===== src/rtl/alu8_pkg.sv =====
// Shared opcode encoding and status bit positions for the eight-bit ALU.
// Assumes a fixed eight-bit status byte; positions are decoded by the core.
package alu8_pkg;
    typedef enum logic [3:0] {
        OP_ADD  = 4'd0,  OP_ADC  = 4'd1,  OP_SUB  = 4'd2,  OP_SBC  = 4'd3,
        OP_AND  = 4'd4,  OP_OR   = 4'd5,  OP_XOR  = 4'd6,  OP_COM  = 4'd7,
        OP_BSET = 4'd8,  OP_BCLR = 4'd9,  OP_BTST = 4'd10, OP_BST  = 4'd11,
        OP_BLD  = 4'd12, OP_SEF  = 4'd13, OP_CLF  = 4'd14, OP_NOP  = 4'd15
    } alu_op_e;

    localparam int FL_C = 0;
    localparam int FL_Z = 1;
    localparam int FL_N = 2;
    localparam int FL_V = 3;
    localparam int FL_S = 4;
    localparam int FL_H = 5;
    localparam int FL_T = 6;
    localparam int FL_I = 7;
endpackage


===== src/rtl/alu8_addsub.sv =====
// Adder/subtractor with carry, half carry and signed overflow outputs.
// Assumes subtraction is done as A + ~B + ~borrow_in; c_out and h_out
// report borrows (not carries) when sub is high.
module alu8_addsub #(
    parameter int DW = 8
) (
    input  logic [DW-1:0] a,
    input  logic [DW-1:0] b,
    input  logic          cy_in,
    input  logic          sub,
    output logic [DW-1:0] r,
    output logic          c_out,
    output logic          h_out,
    output logic          v_out
);
    localparam int NIB = DW / 2;

    logic [DW-1:0] b_eff;
    logic          cin_eff;
    logic [DW:0]   full_sum;
    logic [NIB:0]  low_sum;

    // Form the effective operand and carry, then add full width and low nibble.
    always_comb begin
        b_eff    = sub ? ~b : b;
        cin_eff  = sub ? ~cy_in : cy_in;
        full_sum = {1'b0, a} + {1'b0, b_eff} + {{DW{1'b0}}, cin_eff};
        low_sum  = {1'b0, a[NIB-1:0]} + {1'b0, b_eff[NIB-1:0]} + {{NIB{1'b0}}, cin_eff};
        r        = full_sum[DW-1:0];
        c_out    = sub ? ~full_sum[DW] : full_sum[DW];
        h_out    = sub ? ~low_sum[NIB] : low_sum[NIB];
        v_out    = (a[DW-1] == b_eff[DW-1]) && (r[DW-1] != a[DW-1]);
    end
endmodule


===== src/rtl/alu8_logic.sv =====
// Bitwise logic unit: AND, OR, XOR and ones' complement of operand A.
// Assumes the two low opcode bits pick the function.
module alu8_logic #(
    parameter int DW = 8
) (
    input  logic [DW-1:0] a,
    input  logic [DW-1:0] b,
    input  logic [1:0]    fn,
    output logic [DW-1:0] r
);
    // Select the bitwise function.
    always_comb begin
        unique case (fn)
            2'd0:    r = a & b;
            2'd1:    r = a | b;
            2'd2:    r = a ^ b;
            default: r = ~a;
        endcase
    end
endmodule


===== src/rtl/alu8_bitops.sv =====
// Single-bit manipulation of operand A and of the status byte.
// Assumes bit_sel indexes both A and the status byte (both DW bits wide).
module alu8_bitops #(
    parameter int DW = 8,
    parameter int SW = $clog2(DW)
) (
    input  logic [3:0]    op,
    input  logic [DW-1:0] a,
    input  logic [SW-1:0] bit_sel,
    input  logic [7:0]    st_in,
    output logic [DW-1:0] r,
    output logic [7:0]    st_out
);
    import alu8_pkg::*;

    logic [DW-1:0] mask;
    logic [7:0]    smask;
    logic          a_bit;

    // Decode the bit masks and the selected operand bit.
    always_comb begin
        mask  = {{(DW-1){1'b0}}, 1'b1} << bit_sel;
        smask = 8'd1 << bit_sel;
        a_bit = |(a & mask);
    end

    // Apply the bit-level operation to the operand and to the status byte.
    always_comb begin
        r      = a;
        st_out = st_in;
        unique case (op)
            OP_BSET: r = a | mask;
            OP_BCLR: r = a & ~mask;
            OP_BTST: st_out[FL_Z] = ~a_bit;
            OP_BST:  st_out[FL_T] = a_bit;
            OP_BLD:  r = st_in[FL_T] ? (a | mask) : (a & ~mask);
            OP_SEF:  st_out = st_in | smask;
            OP_CLF:  st_out = st_in & ~smask;
            default: ;
        endcase
    end
endmodule


===== src/rtl/alu8_flags.sv =====
// Top of the eight-bit ALU: operand select, unit dispatch, flag merge and
// output registers. Assumes a synchronous active-low reset and that the
// caller feeds status_out back as status_in for chained operations.
module alu8_flags (
    input  logic       clk,
    input  logic       rst_n,
    input  logic [3:0] op_sel,
    input  logic       use_imm,
    input  logic [7:0] reg_a,
    input  logic [7:0] reg_b,
    input  logic [7:0] imm,
    input  logic [2:0] bit_sel,
    input  logic [7:0] status_in,
    output logic [7:0] result,
    output logic [7:0] status_out
);
    import alu8_pkg::*;

    localparam int DW = 8;

    logic [DW-1:0] opnd_b;
    logic [DW-1:0] as_r, lg_r, bt_r;
    logic          as_c, as_h, as_v;
    logic [7:0]    bt_st;
    logic          is_arith, is_logic;
    logic [DW-1:0] nxt_r;
    logic [7:0]    nxt_st;

    // Choose the second operand and classify the opcode.
    always_comb begin
        opnd_b   = use_imm ? imm : reg_b;
        is_arith = (op_sel[3:2] == 2'b00);
        is_logic = (op_sel[3:2] == 2'b01);
    end

    alu8_addsub #(.DW(DW)) u_addsub (
        .a     (reg_a),
        .b     (opnd_b),
        .cy_in (op_sel[0] & status_in[FL_C]),
        .sub   (op_sel[1]),
        .r     (as_r),
        .c_out (as_c),
        .h_out (as_h),
        .v_out (as_v)
    );

    alu8_logic #(.DW(DW)) u_logic (
        .a  (reg_a),
        .b  (opnd_b),
        .fn (op_sel[1:0]),
        .r  (lg_r)
    );

    alu8_bitops #(.DW(DW)) u_bitops (
        .op      (op_sel),
        .a       (reg_a),
        .bit_sel (bit_sel),
        .st_in   (status_in),
        .r       (bt_r),
        .st_out  (bt_st)
    );

    // Merge the unit results and apply the per-class flag rules.
    always_comb begin
        nxt_r  = bt_r;
        nxt_st = bt_st;
        if (is_arith) begin
            nxt_r         = as_r;
            nxt_st        = status_in;
            nxt_st[FL_C]  = as_c;
            nxt_st[FL_H]  = as_h;
            nxt_st[FL_V]  = as_v;
        end else if (is_logic) begin
            nxt_r         = lg_r;
            nxt_st        = status_in;
            nxt_st[FL_V]  = 1'b0;
        end
        if (is_arith || is_logic) begin
            nxt_st[FL_N] = nxt_r[DW-1];
            nxt_st[FL_Z] = (nxt_r == '0);
            nxt_st[FL_S] = nxt_r[DW-1] ^ nxt_st[FL_V];
        end
    end

    // Register the result and status, cleared by the synchronous reset.
    always_ff @(posedge clk) begin
        if (!rst_n) begin
            result     <= '0;
            status_out <= '0;
        end else begin
            result     <= nxt_r;
            status_out <= nxt_st;
        end
    end

    // outputs are zero after a reset edge.
    a_r1_reset_clear: assert property (@(posedge clk)
        !$past(rst_n) |-> (result == 8'h00 && status_out == 8'h00));

    // sign flag tracks N xor V after arithmetic and logical operations.
    a_r3_sign_rule: assert property (@(posedge clk) disable iff (!rst_n)
        ($past(rst_n) && $past(op_sel[3]) == 1'b0) |->
        (status_out[FL_S] == (status_out[FL_N] ^ status_out[FL_V])));

    // zero flag matches the registered result.
    a_r6_zero_flag: assert property (@(posedge clk) disable iff (!rst_n)
        ($past(rst_n) && $past(op_sel[3]) == 1'b0) |->
        (status_out[FL_Z] == (result == 8'h00)));

    // logical ops clear V and keep the incoming carry and half carry.
    a_r7_logic_flags: assert property (@(posedge clk) disable iff (!rst_n)
        ($past(rst_n) && $past(op_sel[3:2]) == 2'b01) |->
        (!status_out[FL_V] && status_out[FL_C] == $past(status_in[FL_C])
         && status_out[FL_H] == $past(status_in[FL_H])));

    // bit set and clear touch at most one result bit and no flag.
    a_r8_single_bit: assert property (@(posedge clk) disable iff (!rst_n)
        ($past(rst_n) && ($past(op_sel) == 4'd8 || $past(op_sel) == 4'd9)) |->
        ($countones(result ^ $past(reg_a)) <= 1 && status_out == $past(status_in)));

    // interrupt enable only moves under the status set/clear opcodes.
    a_r12_i_kept: assert property (@(posedge clk) disable iff (!rst_n)
        ($past(rst_n) && $past(op_sel) != 4'd13 && $past(op_sel) != 4'd14) |->
        (status_out[FL_I] == $past(status_in[FL_I])));
endmodule


===== config.mk =====
export PLATFORM = sky130hd
export DESIGN_NAME = alu8_flags
export DESIGN_NICKNAME = d
export VERILOG_FILES = /design/src/rtl/alu8_pkg.sv /design/src/rtl/alu8_addsub.sv /design/src/rtl/alu8_logic.sv /design/src/rtl/alu8_bitops.sv /design/src/rtl/alu8_flags.sv
export SDC_FILE = /design/constraint.sdc
export NUM_CORES = 1
export LEC_CHECK = 0
export BUFFER_PORTS_ARGS = -buffer_cell sky130_fd_sc_hd__buf_4
export CELL_PAD_IN_SITES_DETAIL_PLACEMENT = 1
export CELL_PAD_IN_SITES_GLOBAL_PLACEMENT = 1
export CORE_UTILIZATION = 35
export CTS_CLUSTER_DIAMETER = 200
export DETAILED_ROUTE_END_ITERATION = 12
export PLACE_DENSITY_LB_ADDON = 0.2
export SYNTH_ARGS = -nofsm -noshare
export SYNTH_HDL_FRONTEND = slang
export SYNTH_SLANG_ARGS = --single-unit

===== constraint.sdc =====
create_clock -name clk -period 5.5 [get_ports clk]
set_input_delay 1.1 -clock clk [delete_from_list [all_inputs] [get_ports clk]]
set_output_delay 1.1 -clock clk [all_outputs]
set_load 0.005 [all_outputs]

==> impl_metrics.json <==
{
  "status": "finished, final reports clean",
  "syn_inst": 297,
  "max_stage_delay_ps": 520,
  "drt-total-wl_microns": 7520,
  "synth_warnings": 0,
  "syn_to_final_growth_pct": 20.0,
  "syn_area_per_cell_sq_um": 7.88,
  "cts_sinks": 16,
  "crit_chain": "buf_4, mux2i_1, xor2_1, fa_1, inv_1, fa_1, a211oi_2, or4b_1, o211ai_1, a211o_2, or4b_1, o31ai_2",
  "most-common-layout-cells": "57 x buf_4, 24 x inv_1, 24 x ha_1",
  "crit_path_max_fanout": 8,
  "grt-ovfl-total": 0,
  "hold_slack_ps": 1140,
  "clkPwrFrac_pct": 21.4,
  "fp.coreArea_sq_um": 6390,
  "fmax_ghz": 0.247,
  "dieArea_sq_um": 7020,
  "synth_edf_count": 0,
  "peakVddDrop_mv": 0.142,
  "hold_violations": 0,
  "crit_start": "use_imm",
  "clk_pin_slew_ps": 70,
  "synthDistinctLibCells": 65,
  "seqPwrFrac_pct": 26.0,
  "nNetsFinal": 407,
  "diodes": 0,
  "setup-tns-final_ps": 0,
  "post_cts_resized": 0,
  "synth_seq_cells": 16,
  "syn_area_sq_um": 2340,
  "drv_slew": 0,
  "yosys.area.top_type": "dfxtp_1",
  "p_per_area_nw_per_um2": 179,
  "grt_pass1_vias": 2504,
  "slowest_stage": "or4b_1",
  "h-tree-depth": 1,
  "antenna_found_initial": 0,
  "clockBufferDepth": 2,
  "fin_crit_ps": 4050,
  "post-cts-setup-buffers": 0,
  "worstPathRequired_ps": 5670,
  "route.detailed.drc": 0,
  "grt_usage_pct": 22.2,
  "io-pin-count": 58,
  "combPwrFrac_pct": 52.7,
  "final_antenna_net_count": 0,
  "rows": 29,
  "die_w_microns": 83.8,
  "p_sw_share_pct": 38.2,
  "intPower_uw": 310,
  "seq_area_frac_synth_pct": 13.7,
  "rsz0062_at_grt": "no",
  "die_y_microns": 83.8,
  "fill_cells": 795,
  "fin_crit_sh_pct": 73.6,
  "cpLargestDelayFamily": "compound AO/OA/AOI/OAI gates",
  "setup_viol": 0,
  "maxCapViolations": 0,
  "maxSlewHeadroom_pct": 46.3,
  "wire_per_inst_microns": 18.1,
  "cts_buffers": 3,
  "synth_flop_cell": "dfxtp_1",
  "drt-initial-drc-count": 188,
  "tightest_slew_ps": 785,
  "hpwlAfterDp_microns": 5830,
  "ctsHoldBuffers": 0,
  "path_class": "in2reg",
  "p_leak_uw": 0.00128,
  "vias_per_cell": 5.84,
  "crit_path_start_kind": "primary input",
  "grt_pass1_wl_microns": 12600,
  "cts-root-buf": "clkbuf_8",
  "hp-start": "status_in[5]",
  "worstPathArrival_ps": 4220,
  "yosys-top-cells-area": "dfxtp_1 14%, ha_1 13%, mux2i_1 9.4%",
  "dr.pass1.iters": 4,
  "cts_tree": "built",
  "initial_core_util_pct": 36.6,
  "synthArstFlopShare_pct": 0,
  "final_common_cell": "buf_4",
  "syn_nets": 365,
  "synth_top_cell_area_share_pct": 13.7,
  "layout-drive-gt1-share_pct": 24.6,
  "port_buffers": 57,
  "power.net_switching_uw": 192,
  "route.vias.total": 2425,
  "grt_max_degree": 44,
  "worst-path-buf-inv": 2,
  "crit_path_end_kind": "flop",
  "place.gp.congestion": 0.881,
  "worstHoldPathType": "in2reg"
}
==> stage by stage <==
| stage | cells | setup WS (ps) | util (%) | total power [uW] | cell area [sq um] |
|---|---|---|---|---|---|
| final | 415 | 1450 | 44.0 | 502 | 2810 |
| after global placement | 411 | 1270 | 43.1 | 389 | 2750 |
| after global routing | 415 | 1220 | 44.0 | 537 | 2810 |
| after floorplan | 297 | 784 | - | 306 | 2340 |
| after detailed placement | 411 | 1180 | 43.1 | 397 | 2750 |
| after CTS | 415 | 1420 | 44.0 | 507 | 2810 |
==> final cells by class <==
class | instances | area [sq um] | area share (%)
multi-input cells | 236 | 1810 | 64.6
repair buffers | 57 | 428 | 15.2
flip-flops and latches | 16 | 320 | 11.4
well taps | 77 | 96.3 | 3.43
inverters | 25 | 93.8 | 3.34
clock buffers | 4 | 55.1 | 1.96
==> flip-flops by register name, indices dropped and copies added, names as in the netlist <==
name	count
result	8
status_out	8
==> per-layer routing <==
layer	vias up	global-route usage (%)	share of wire, %
met5	-	0	0
met4	0	6.47	2.0
met3	12	1.78	4.4
met2	69	39.3	47
met1	1171	28.5	46
li1	1173	-	-
==> path summary, 6_finish.rpt <==
| check | end | slack, ps | cells past startpoint |
|---|---|---|---|
| setup / recovery | status_out[1] | 1450 | 12 |
| hold / removal | status_out[5] | 1140 | 3 |
==> synthesized netlist by cell type (4+ instances only) <==
| library cell | count |
|---|---|
| or3b_2 | 4 |
| inv_1 | 24 |
| nand3_1 | 9 |
| ha_1 | 24 |
| a31oi_1 | 5 |
| buf_2 | 6 |
| a211oi_1 | 4 |
| dfxtp_1 | 16 |
| xor2_1 | 5 |
| nor2_1 | 19 |
| a21oi_1 | 14 |
| nand3b_1 | 4 |
| nand2_1 | 20 |
| o211ai_1 | 5 |
| xnor2_1 | 8 |
| nor3_1 | 7 |
| mux2i_1 | 22 |
| o21ai_0 | 13 |
| clkbuf_1 | 8 |
| mux2_2 | 4 |
==> kinds of logic after synthesis <==
family,count (synthesis),share of synthesized area (%)
AND/OR/NAND/NOR,89,20.2
adder cells (fa/ha/maj),26,14.5
buffers and inverters,45,8.77
AO/OA/AOI/OAI,79,24.1
XOR/XNOR,13,4.87
flip-flops,16,13.7
multiplexers,29,13.9
==> power by group through the flow <==
| stage | sequential (uW) | clock, uW | combinational, uW |
|---|---|---|---|
| finish | 130 | 107 | 264 |
| global route | 131 | 113 | 292 |
| CTS | 131 | 112 | 265 |
| detailed placement | 133 | 0 | 264 |
| global placement | 133 | 0 | 256 |
| floorplan | 134 | 0 | 172 |
Power figures use the tool's default switching activity.
